### src/rtl/quad_pwm_pkg.sv
package quad_pwm_pkg;
  localparam int unsigned OFF_POLARITY = 32'h40;
  localparam int unsigned OFF_RUN      = 32'h44;
  localparam int unsigned OFF_IDLE     = 32'h48;
  localparam int unsigned OFF_REFRESH  = 32'h4C;
  localparam int unsigned OFF_DRIVE    = 32'hD0;
  localparam int unsigned CH_STRIDE    = 8;
  localparam int unsigned MIN_PERIOD   = 2;

  typedef enum logic [2:0] {
    SEL_NONE, SEL_BEAT, SEL_PERIOD, SEL_POL, SEL_RUN, SEL_IDLE, SEL_REFRESH, SEL_DRIVE
  } reg_sel_e;
endpackage

### src/rtl/pwm_regbank.sv
module pwm_regbank
  import quad_pwm_pkg::*;
#(
  parameter int NUM_CH = 4,
  parameter int CNT_W  = 30,
  parameter int ADDR_W = 8,
  parameter int DATA_W = 32
) (
  input  logic                    clk,
  input  logic                    rst_n,
  input  logic                    bus_valid,
  input  logic                    bus_write,
  input  logic [ADDR_W-1:0]       bus_addr,
  input  logic [DATA_W-1:0]       bus_wdata,
  output logic [DATA_W-1:0]       bus_rdata,
  input  logic [NUM_CH-1:0]       idle_vec,
  output logic [NUM_CH*CNT_W-1:0] beat_flat,
  output logic [NUM_CH*CNT_W-1:0] period_flat,
  output logic [NUM_CH-1:0]       pol_q,
  output logic [NUM_CH-1:0]       run_q,
  output logic [NUM_CH-1:0]       refresh_q,
  output logic [NUM_CH-1:0]       drive_q
);
  localparam int CH_IDX_W = (NUM_CH > 1) ? $clog2(NUM_CH) : 1;
  localparam int CH_SPAN  = NUM_CH * CH_STRIDE;

  logic [CNT_W-1:0] beat_q   [NUM_CH];
  logic [CNT_W-1:0] period_q [NUM_CH];
  reg_sel_e         sel;
  logic [CH_IDX_W-1:0] ch_idx;
  logic             wr_en;

  function automatic reg_sel_e decode(input logic [ADDR_W-1:0] a);
    if (a[1:0] != 2'b00)                  return SEL_NONE;
    if (int'(a) < CH_SPAN)                return a[2] ? SEL_PERIOD : SEL_BEAT;
    if (a == ADDR_W'(OFF_POLARITY))       return SEL_POL;
    if (a == ADDR_W'(OFF_RUN))            return SEL_RUN;
    if (a == ADDR_W'(OFF_IDLE))           return SEL_IDLE;
    if (a == ADDR_W'(OFF_REFRESH))        return SEL_REFRESH;
    if (a == ADDR_W'(OFF_DRIVE))          return SEL_DRIVE;
    return SEL_NONE;
  endfunction

  assign sel    = decode(bus_addr);
  assign ch_idx = bus_addr[3 +: CH_IDX_W];
  assign wr_en  = bus_valid & bus_write;

  always_ff @(posedge clk or negedge rst_n) begin
    if (!rst_n) begin
      pol_q     <= '0;
      run_q     <= '0;
      refresh_q <= '0;
      drive_q   <= '0;
      for (int i = 0; i < NUM_CH; i++) begin
        beat_q[i]   <= '0;
        period_q[i] <= '0;
      end
    end else if (wr_en) begin
      unique case (sel)
        SEL_BEAT:    beat_q[ch_idx]   <= bus_wdata[CNT_W-1:0];
        SEL_PERIOD:  period_q[ch_idx] <= bus_wdata[CNT_W-1:0];
        SEL_POL:     pol_q     <= bus_wdata[NUM_CH-1:0];
        SEL_RUN:     run_q     <= bus_wdata[NUM_CH-1:0];
        SEL_REFRESH: refresh_q <= bus_wdata[NUM_CH-1:0];
        SEL_DRIVE:   drive_q   <= bus_wdata[NUM_CH-1:0];
        default: ;
      endcase
    end
  end

  always_comb begin
    bus_rdata = '0;
    if (bus_valid && !bus_write) begin
      unique case (sel)
        SEL_BEAT:    bus_rdata = DATA_W'(beat_q[ch_idx]);
        SEL_PERIOD:  bus_rdata = DATA_W'(period_q[ch_idx]);
        SEL_POL:     bus_rdata = DATA_W'(pol_q);
        SEL_RUN:     bus_rdata = DATA_W'(run_q);
        SEL_IDLE:    bus_rdata = DATA_W'(idle_vec);
        SEL_REFRESH: bus_rdata = DATA_W'(refresh_q);
        SEL_DRIVE:   bus_rdata = DATA_W'(drive_q);
        default:     bus_rdata = '0;
      endcase
    end
  end

  for (genvar g = 0; g < NUM_CH; g++) begin : g_flat
    assign beat_flat[g*CNT_W +: CNT_W]   = beat_q[g];
    assign period_flat[g*CNT_W +: CNT_W] = period_q[g];
  end
endmodule

### src/rtl/pwm_channel.sv
module pwm_channel
  import quad_pwm_pkg::*;
#(
  parameter int CNT_W = 30
) (
  input  logic             clk,
  input  logic             rst_n,
  input  logic             run_bit,
  input  logic             refresh_bit,
  input  logic             pol_bit,
  input  logic [CNT_W-1:0] cfg_period,
  input  logic [CNT_W-1:0] cfg_beat,
  output logic             wave,
  output logic             running,
  output logic [CNT_W-1:0] count,
  output logic [CNT_W-1:0] work_period,
  output logic             load_evt,
  output logic             run_rise
);
  logic             run_d, refresh_d, pending;
  logic [CNT_W-1:0] work_beat;
  logic             refresh_fall, at_wrap;

  function automatic logic [CNT_W-1:0] clamp_period(input logic [CNT_W-1:0] p);
    return (p < CNT_W'(MIN_PERIOD)) ? CNT_W'(MIN_PERIOD) : p;
  endfunction

  function automatic logic level_of(input logic [CNT_W-1:0] c,
                                    input logic [CNT_W-1:0] b,
                                    input logic             inv);
    return (c >= b) ^ inv;
  endfunction

  function automatic logic [CNT_W-1:0] step(input logic [CNT_W-1:0] c,
                                            input logic             wrap);
    return wrap ? '0 : c + CNT_W'(1);
  endfunction

  assign running      = run_d;
  assign run_rise     = run_bit & ~run_d;
  assign refresh_fall = refresh_d & ~refresh_bit;
  assign at_wrap      = run_d && (count == work_period - CNT_W'(1));
  assign load_evt     = run_rise | (at_wrap & pending);
  assign wave         = run_d & level_of(count, work_beat, pol_bit);

  always_ff @(posedge clk or negedge rst_n) begin
    if (!rst_n) begin
      run_d       <= 1'b0;
      refresh_d   <= 1'b0;
      pending     <= 1'b0;
      count       <= '0;
      work_period <= '0;
      work_beat   <= '0;
    end else begin
      run_d     <= run_bit;
      refresh_d <= refresh_bit;
      if (run_rise)          pending <= 1'b0;
      else if (refresh_fall) pending <= 1'b1;
      else if (load_evt)     pending <= 1'b0;
      if (load_evt) begin
        work_period <= clamp_period(cfg_period);
        work_beat   <= cfg_beat;
      end
      if (run_rise)   count <= '0;
      else if (run_d) count <= step(count, at_wrap);
      else            count <= '0;
    end
  end
endmodule

### src/rtl/quad_pwm_shadow.sv
module quad_pwm_shadow
  import quad_pwm_pkg::*;
#(
  parameter int NUM_CH = 4,
  parameter int CNT_W  = 30,
  parameter int ADDR_W = 8,
  parameter int DATA_W = 32
) (
  input  logic              clk,
  input  logic              rst_n,
  input  logic              bus_valid,
  input  logic              bus_write,
  input  logic [ADDR_W-1:0] bus_addr,
  input  logic [DATA_W-1:0] bus_wdata,
  output logic [DATA_W-1:0] bus_rdata,
  output logic [NUM_CH-1:0] pwm_out,
  output logic [NUM_CH-1:0] pwm_oe
);
  logic [NUM_CH*CNT_W-1:0] beat_flat, period_flat;
  logic [NUM_CH*CNT_W-1:0] count_flat, work_period_flat;
  logic [NUM_CH-1:0]       pol_q, run_q, refresh_q, drive_q;
  logic [NUM_CH-1:0]       run_vec, load_vec, rise_vec;

  pwm_regbank #(
    .NUM_CH(NUM_CH), .CNT_W(CNT_W), .ADDR_W(ADDR_W), .DATA_W(DATA_W)
  ) u_regs (
    .clk(clk), .rst_n(rst_n),
    .bus_valid(bus_valid), .bus_write(bus_write),
    .bus_addr(bus_addr), .bus_wdata(bus_wdata), .bus_rdata(bus_rdata),
    .idle_vec(~run_vec),
    .beat_flat(beat_flat), .period_flat(period_flat),
    .pol_q(pol_q), .run_q(run_q), .refresh_q(refresh_q), .drive_q(drive_q)
  );

  for (genvar g = 0; g < NUM_CH; g++) begin : g_ch
    pwm_channel #(.CNT_W(CNT_W)) u_ch (
      .clk(clk), .rst_n(rst_n),
      .run_bit(run_q[g]), .refresh_bit(refresh_q[g]), .pol_bit(pol_q[g]),
      .cfg_period(period_flat[g*CNT_W +: CNT_W]),
      .cfg_beat(beat_flat[g*CNT_W +: CNT_W]),
      .wave(pwm_out[g]), .running(run_vec[g]),
      .count(count_flat[g*CNT_W +: CNT_W]),
      .work_period(work_period_flat[g*CNT_W +: CNT_W]),
      .load_evt(load_vec[g]), .run_rise(rise_vec[g])
    );
  end

  assign pwm_oe = drive_q;
endmodule

### config.mk
export PLATFORM = sky130hd
export DESIGN_NAME = quad_pwm_shadow
export DESIGN_NICKNAME = d
export VERILOG_FILES = /design/src/rtl/quad_pwm_pkg.sv /design/src/rtl/pwm_regbank.sv /design/src/rtl/pwm_channel.sv /design/src/rtl/quad_pwm_shadow.sv
export SDC_FILE = /design/constraint.sdc
export NUM_CORES = 1
export LEC_CHECK = 0
export ABC_AREA = 1
export CAP_MARGIN = 20
export CORE_MARGIN = 5
export CORE_UTILIZATION = 31
export DETAILED_ROUTE_END_ITERATION = 8
export DONT_BUFFER_PORTS = 1
export GPL_TIMING_DRIVEN = 0
export PLACE_DENSITY = 0.55
export SLEW_MARGIN = 25
export SYNTH_ARGS = -nofsm -noshare
export SYNTH_HDL_FRONTEND = slang
export SYNTH_SLANG_ARGS = --single-unit
### constraint.sdc
create_clock -name clk -period 2.2 [get_ports clk]
set_input_delay 0.11 -clock clk [delete_from_list [all_inputs] [get_ports clk]]
set_output_delay 0.11 -clock clk [all_outputs]
set_load 0.05 [all_outputs]
==> reports/results.txt, run 1 <==
outcome = finished with violations
failing checks = negative hold slack, max-slew violations, negative setup slack
P_leak = 24.4 nW
Setup WS post-layout = -0.603 ns
synthesized cell area = 0.0367 mm^2
Synth cell types = 56
Yosys Warn Count = 0
vias in the first global route = 34354
DRC errors left = 0
starting density of the core = 31.2%
R2R Path Start = g_ch[1].u_ch.work_period[21]$_DFFE_PN0P_
Reg clk slew, reported paths = 0.06 ns
Cell Pwr Density = 683 mW/mm^2
via count = 35805
Die Footprint = 0.125 mm^2
Critical Path Start Type = register
most common cell after layout, fill and taps aside = nand2_1
CTS root buffer = clkbuf_16
Starting DRT DRC Count = 3531
max_slew headroom = -148%
commonest non-fill, non-tap cells in the layout = 1083 x nand2_1, 525 x dfrtp_1, 412 x inv_1
ys async rst share = 100%
Setup crit start = g_ch[2].u_ch.count[1]$_DFF_PN0_
clk_skew = 0.0352 ns
H-tree depth = 3
remaining antenna violation count = 0
Final GP Congestion = 0.996
# rows = 126
WP data arrival = 2.69 ns
final net count = 5408
minimum clock period = 2.80 ns
Non-Filler Instances = 6831
clock sinks = 628
DR vias/cell = 5.24
Final Hold Fails = 485
actual slew at the worst max-slew pin = 3.72 ns
grt ovf = 0
TritonCTS clock tree = yes
DR WL/cell = 22.0 um
final wirelength = 150000 um
Max Fclk = 0.357 GHz
synthesized area per cell = 7.51 um^2
Clock Latency Late Sink = 0.66 ns
ys flop type = dfrtp_1
core area = 0.118 mm^2
Required @ worst endpoint = 2.09 ns
initial antenna violation count = 15
DRT Pass-1 Iters = 6
IO buf count = 0
share of cells above drive strength 1 = 27.6%
Hold Crit Class = in -> async
die width = 354 um
Post-Synthesis Cells = 4887
detailed placement HPWL = 109000 um
Syn-to-layout area delta = 33.1%
RSZ-0062 raised after global routing = yes
fin crit share = 127%
Yosys reg bits = 628
sequential fraction of the synthesis area = 42.8%
Hold Slack = -0.795 ns
Worst R2R End = g_ch[1].u_ch.work_period[2]$_DFFE_PN0P_
Worst Path Max Fanout = 5
EDFF count, synth = 0
Die Ht = 354 um
R2R cell count = 16
Final Power = 33.4 mW
setup slack, reg-to-reg = -0.52 ns
Tot GR Track Use = 23.0%
Setup violations, final = 456
CTS buffer count = 73
global-route wire length before repair = 219000 um
largest net degree at the start of global routing = 629
Critical path destination = pwm_out[2]
VDD IR max = 0.501 mV
max_cap viols = 0
io pins = 84
Crit Path Category = reg -> out
Max clock buf depth = 3
Inst Count DP = 6424
fin. max-slew vios = 581
CP Capture Type = output port
==> sequential cells by signal, indices dropped and copies added, names as in the netlist <==
signal,flops
g_ch.u_ch.count,120
g_ch.u_ch.pending,4
g_ch.u_ch.refresh_d,4
g_ch.u_ch.running,4
g_ch.u_ch.work_beat,120
g_ch.u_ch.work_period,120
u_regs.beat_flat,120
u_regs.drive_q,4
u_regs.period_flat,120
u_regs.pol_q,4
u_regs.refresh_q,4
u_regs.run_q,4
==> Yosys cell counts, drive strengths merged (87+ instances only) <==
library cell,count,area share (%)
ha,128,4.4
xor2,166,4.0
nand2,1478,15
clkbuf,128,1.3
nand3,428,5.9
nor3,87,1.3
o21ai,337,4.6
nand4,91,1.7
nor2,461,5.0
a21oi,105,1.4
inv,464,4.7
dfrtp,628,43
==> cells by family after synthesis <==
kind of cell | synth area share [%]
flip-flops | 42.8
AO/OA/AOI/OAI | 8.79
buffers and inverters | 7.21
AND/OR/NAND/NOR | 31.4
adder cells (fa/ha/maj) | 4.37
XOR/XNOR | 5.34
other | 0.0102
==> metrics by stage <==
step	TNS, ns	hold WS [ns]	setup WS, ns	util [%]	instance area, um^2
after floorplan	-9.65	-0.186	-0.227	-	37100
after global placement	-495.47	-0.0960	-1.88	33.1	39000
after detailed placement	-485.67	-0.0967	-1.46	33.2	39100
after CTS	-122.30	-0.780	-0.720	39.1	46000
after global routing	-197.02	-0.834	-0.709	41.5	48800
final	-153.82	-0.795	-0.603	41.5	48800
==> power by group <==
part | switching, mW | internal, mW | leakage [nW]
sequential | 0.663 | 11.9 | 8.54
combinational | 4.93 | 3.29 | 14.7
clock | 5.30 | 7.26 | 1.19
==> metal layers <==
metal	part of all wire, %	vias to the layer above	wire length, um	GRT usage (%)
li1	-	16638	-	-
met1	43	17620	64200	31.3
met2	45	1281	67200	35.8
met3	9.2	262	13900	6.33
met4	3.4	4	5170	7.11
met5	0.015	-	23	0
==> critical path, cell delays in order (launching register included) <==
cell and delay, ns:
dfrtp_1 0.44, ha_1 0.33, inv_1 0.06, o21bai_1 0.07, a21oi_2 0.26, o21ai_2 0.11, nand2_1 0.07, nand3_1 0.06
nand2_1 0.08, nand3_2 0.12, nand2_1 0.09, nand2_1 0.06, nor2_2 0.12, buf_6 0.17
==> repair_timing <==
item	in CTS	in global routing
endpoints found under the hold margin	739	629
buffers inserted	139	72
hold buffers	22	1
gates cloned	43	5
endpoints found under the setup margin	638	451
gates resized for setup	739	623
pin swaps	202	220
==> final cells by class <==
class | count | area (um^2)
Tap cell | 1536 | 1920
Antenna cell | 4 | 10.0
Sequential cell | 628 | 15800
Fill cell | 11800 | 68900
Inverter | 473 | 1820
Clock inverter | 26 | 317
Buffer | 187 | 1470
Clock buffer | 104 | 2090
Timing Repair Buffer | 270 | 2640
Multi-Input combinational cell | 3603 | 22700
==> worst min path at each step <==
stage	depth (start not counted)	startpoint	to	slack, ns
after detailed placement	0	rst_n	g_ch[1].u_ch.count[5]$_DFF_PN0_	-0.1
after global routing	0	rst_n	g_ch[1].u_ch.count[6]$_DFF_PN0_	-0.83
after floorplan	0	rst_n	g_ch[0].u_ch.count[0]$_DFF_PN0_	-0.19
after CTS	0	rst_n	g_ch[1].u_ch.count[5]$_DFF_PN0_	-0.78
after global placement	0	rst_n	g_ch[1].u_ch.count[6]$_DFF_PN0_	-0.1
final	0	rst_n	g_ch[1].u_ch.count[6]$_DFF_PN0_	-0.80
(Power assumes the default switching activity.)
==> run 2: changes to the inputs <==
--- a/config.mk
+++ b/config.mk
@@ -5,7 +5,6 @@
 export SDC_FILE = /design/constraint.sdc
 export NUM_CORES = 1
 export LEC_CHECK = 0
-export ABC_AREA = 1
 export CAP_MARGIN = 20
 export CORE_MARGIN = 5
 export CORE_UTILIZATION = 31
==> reports/results.txt, run 2 <==
failing checks = negative hold slack, max-slew violations, negative setup slack
Crit Path Category = reg -> reg
Worst R2R End = g_ch[2].u_ch.work_period[0]$_DFFE_PN0P_
combinational family with the most area after synthesis = multiplexers
XOR/XNOR share of the synthesized area = 6.71% (+1.4 points)
Setup WS post-layout = -1.61 ns (-1.01 ns)
P_leak = 20.4 nW (-16%)
Synth Area in Adders = 4.63% (+0.26 points)
Syn-to-layout area delta = 29.2%
Worst Path Max Fanout = 8 (+3)
CP Capture Type = register
initial antenna violation count = 11 (-4)
# rows = 122 (-3.2%)
final net count = 3494 (-35%)
most numerous cell in the Yosys netlist = dfrtp_1
minimum clock period = 3.81 ns (+1.01 ns)
TritonCTS clock tree = yes
Final GP Congestion = 0.921 (-7.6%)
Synth cell types = 82 (+46%)
Post-CTS Hold Buffers = 32 (+45%)
Post-synth top cells = 628 x dfrtp_1, 327 x mux2_2, 242 x nor2_1
Cell Pwr Density = 686 mW/mm^2 (+0.32%)
Reg clk slew, reported paths = 0.07 ns (about the same)
core area = 0.111 mm^2 (-5.9%)
Final Hold Fails = 242 (-50%)
synthesized cell area = 0.0346 mm^2 (-5.7%)
outcome = finished with violations
clock sinks = 628 (unchanged)
remaining antenna violation count = 0 (unchanged)
R2R Path Start = g_ch[2].u_ch.work_period[0]$_DFFE_PN0P_
Starting DRT DRC Count = 2146 (-39%)
Worst path slowest cell = or4_4
pre-CTS setup slack = -2.10 ns (-0.643 ns)
simple-gate area share of the yosys netlist = 12.6% (-19 points)
largest area contributor in the netlist = dfrtp_1
starting density of the core = 31.2% (+0.079 points)
Max Fclk = 0.262 GHz (-27%)
Setup crit start = g_ch[2].u_ch.work_period[0]$_DFFE_PN0P_
detailed placement HPWL = 86000 um (-21%)
ys flop type = dfrtp_1
sequential fraction of the synthesis area = 45.4% (+2.6 points)
Max clock buf depth = 3 (unchanged)
post-synthesis mux area share = 21.3% (+21 points)
vias in the first global route = 25768 (-25%)
actual slew at the worst max-slew pin = 4.30 ns (+0.580 ns)
CTS buffer count = 74 (+1.4%)
Setup violations, final = 722 (+58%)
die width = 344 um (-2.8%)
critical-path cell list = buf_6 -> buf_6 -> buf_6 -> or4_4 -> nor2_4 -> xnor2_2 -> nor4_2 -> nand4_1 -> or4_4 -> o41a_1 -> clkbuf_16 -> buf_12 -> buf_8 -> buf_12 -> mux2i_4
most common cell after layout, fill and taps aside = dfrtp_1
via count = 25686 (-28%)
largest net degree at the start of global routing = 629 (unchanged)
WP data arrival = 4.31 ns (+1.62 ns)
R2R cell count = 15 (-1)
Hold Slack = -0.783 ns (+0.0126 ns)
Critical Path Start Type = register
Required @ worst endpoint = 2.70 ns (+0.61 ns)
setup slack, reg-to-reg = -1.61 ns (-1.09 ns)
Area contributors post-synth = dfrtp_1 45%, mux2_2 11%, ha_1 4.6%
final wirelength = 120000 um (-20%)
max_cap viols = 0 (unchanged)
io pins = 84 (unchanged)
CTS root buffer = clkbuf_16
Die Ht = 344 um (-2.8%)
global-route wire length before repair = 177000 um (-19%)
CP top delay family = simple AND/OR/NAND/NOR gates
fin crit share = 173% (+46 points)
ys async rst share = 100% (unchanged)
IO buf count = 0 (unchanged)
DR vias/cell = 5.27 (+0.56%)
max_slew headroom = -187% (-39 points)
VDD IR max = 0.674 mV (+35%)
share of cells above drive strength 1 = 41.0% (+13 points)
commonest non-fill, non-tap cells in the layout = 499 x dfrtp_1, 272 x mux2_2, 216 x mux2_4
Register Area = 0.0159 mm^2 (+0.19%)
DR WL/cell = 24.7 um (+12%)
H-tree depth = 3 (unchanged)
Post-Synthesis Cells = 2971 (-39%)
critical path's largest stage delay = 0.48 ns (+0.04 ns)
Synth Area in Compound Gates = 5.83% (-3.0 points)
cell with the most instances on the worst path = buf_6
Clock Latency Late Sink = 0.66 ns (about the same)
grt ovf = 0 (unchanged)
synthesized area per cell = 11.6 um^2 (+55%)
Hold Crit Class = in -> async
post-synth top area share = 45.4% (+2.6 points)
worst path bufs/invs = 7 (+5)
Yosys Warn Count = 0 (unchanged)
Tot GR Track Use = 20.0% (-3.0 points)
RSZ-0062 raised after global routing = yes
fin. max-slew vios = 558 (-4.0%)
Die Footprint = 0.118 mm^2 (-5.5%)
clk_skew = 0.0386 ns (+0.00341 ns)
Yosys reg bits = 628 (unchanged)
DRT Pass-1 Iters = 5 (-1)
# fillers = 10592 (-10%)
multi-input logic area = 0.0198 mm^2 (-13%)
DRC errors left = 0 (unchanged)
EDFF count, synth = 0 (unchanged)
run 2: cell count changes after synthesis, sizes merged, moves of 60 or more:
cell	before	now
nand2	1478	92
mux2	0	489
nand3	428	67
inv	464	145
o21ai	337	45
nor2	461	242
xnor2	50	130
mux4	0	60
run 2: cell families after synthesis:
group                      Yosys count
and+or+nand+nor                    822
AOI/OAI and AO/OA                  286
muxes                              565
adders and majority gates          128
DFF                                628
other                                1
xor gates and xnor gates           265
buffers and inverters              276
run 2: worst max-delay path by stage:
stage | endpoint | cells past startpoint
after floorplan | g_ch[0].u_ch.work_beat[21]$_DFFE_PN0P_ | 10
final | g_ch[2].u_ch.work_period[0]$_DFFE_PN0P_ | 15
after detailed placement | g_ch[3].u_ch.work_beat[23]$_DFFE_PN0P_ | 13
after CTS | g_ch[2].u_ch.work_period[13]$_DFFE_PN0P_ | 12
after global placement | bus_rdata[29] | 7
after global routing | g_ch[2].u_ch.work_period[0]$_DFFE_PN0P_ | 15
run 2: metal layers:
| layer | vias up | global-route usage [%] | wire [um] |
|---|---|---|---|
| li1 | 11543 | - | - |
| met1 | 13293 | 28.2 | 54400 |
| met2 | 696 | 31.9 | 55000 |
| met3 | 148 | 3.85 | 7700 |
| met4 | 6 | 5.11 | 3170 |
| met5 | - | 0 | 36 |
run 2: metrics by stage:
step,cells,power (mW),instance area (um^2),TNS (ns),util (%)
2_1_floorplan,2972,15.3,35500,-405.05,-
3_5_place_dp,4461,16.4,37400,-790.64,33.8
4_1_cts,4834,30.4,43900,-519.77,39.6
3_3_place_gp,4460,16.3,37400,-834.14,33.7
5_1_grt,4866,31.8,44700,-552.85,40.3
6_report,4873,30.7,44700,-606.83,40.4
run 2: report_power, final:
| part | total [mW] | switching [mW] | internal (mW) |
|---|---|---|---|
| logic | 5.41 | 2.79 | 2.62 |
| registers | 12.2 | 0.348 | 11.8 |
| clock network | 13.1 | 5.50 | 7.56 |
| total | 30.7 | 8.64 | 22.0 |
run 2: timing repair:
| item | CTS | global route |
|---|---|---|
| setup endpoints to repair | 455 | 409 |
| pin swaps | 108 | 54 |
| gates resized for setup | 439 | 123 |
| hold endpoints to repair | 848 | 628 |
| setup buffers | 195 | 30 |
| gates cloned | 21 | 11 |
run 2: final cells by class:
| class | instances | area share [%] |
|---|---|---|
| inverter | 145 | 1.22 |
| clock inverter | 39 | 1.21 |
| sequential | 628 | 35.5 |
| buffer | 121 | 2.56 |
| clock buffer | 93 | 4.59 |
| timing repair buffer | 284 | 6.50 |
| antenna | 7 | 0.0392 |
| multi-input combinational | 2068 | 44.2 |
| tap | 1488 | 4.16 |
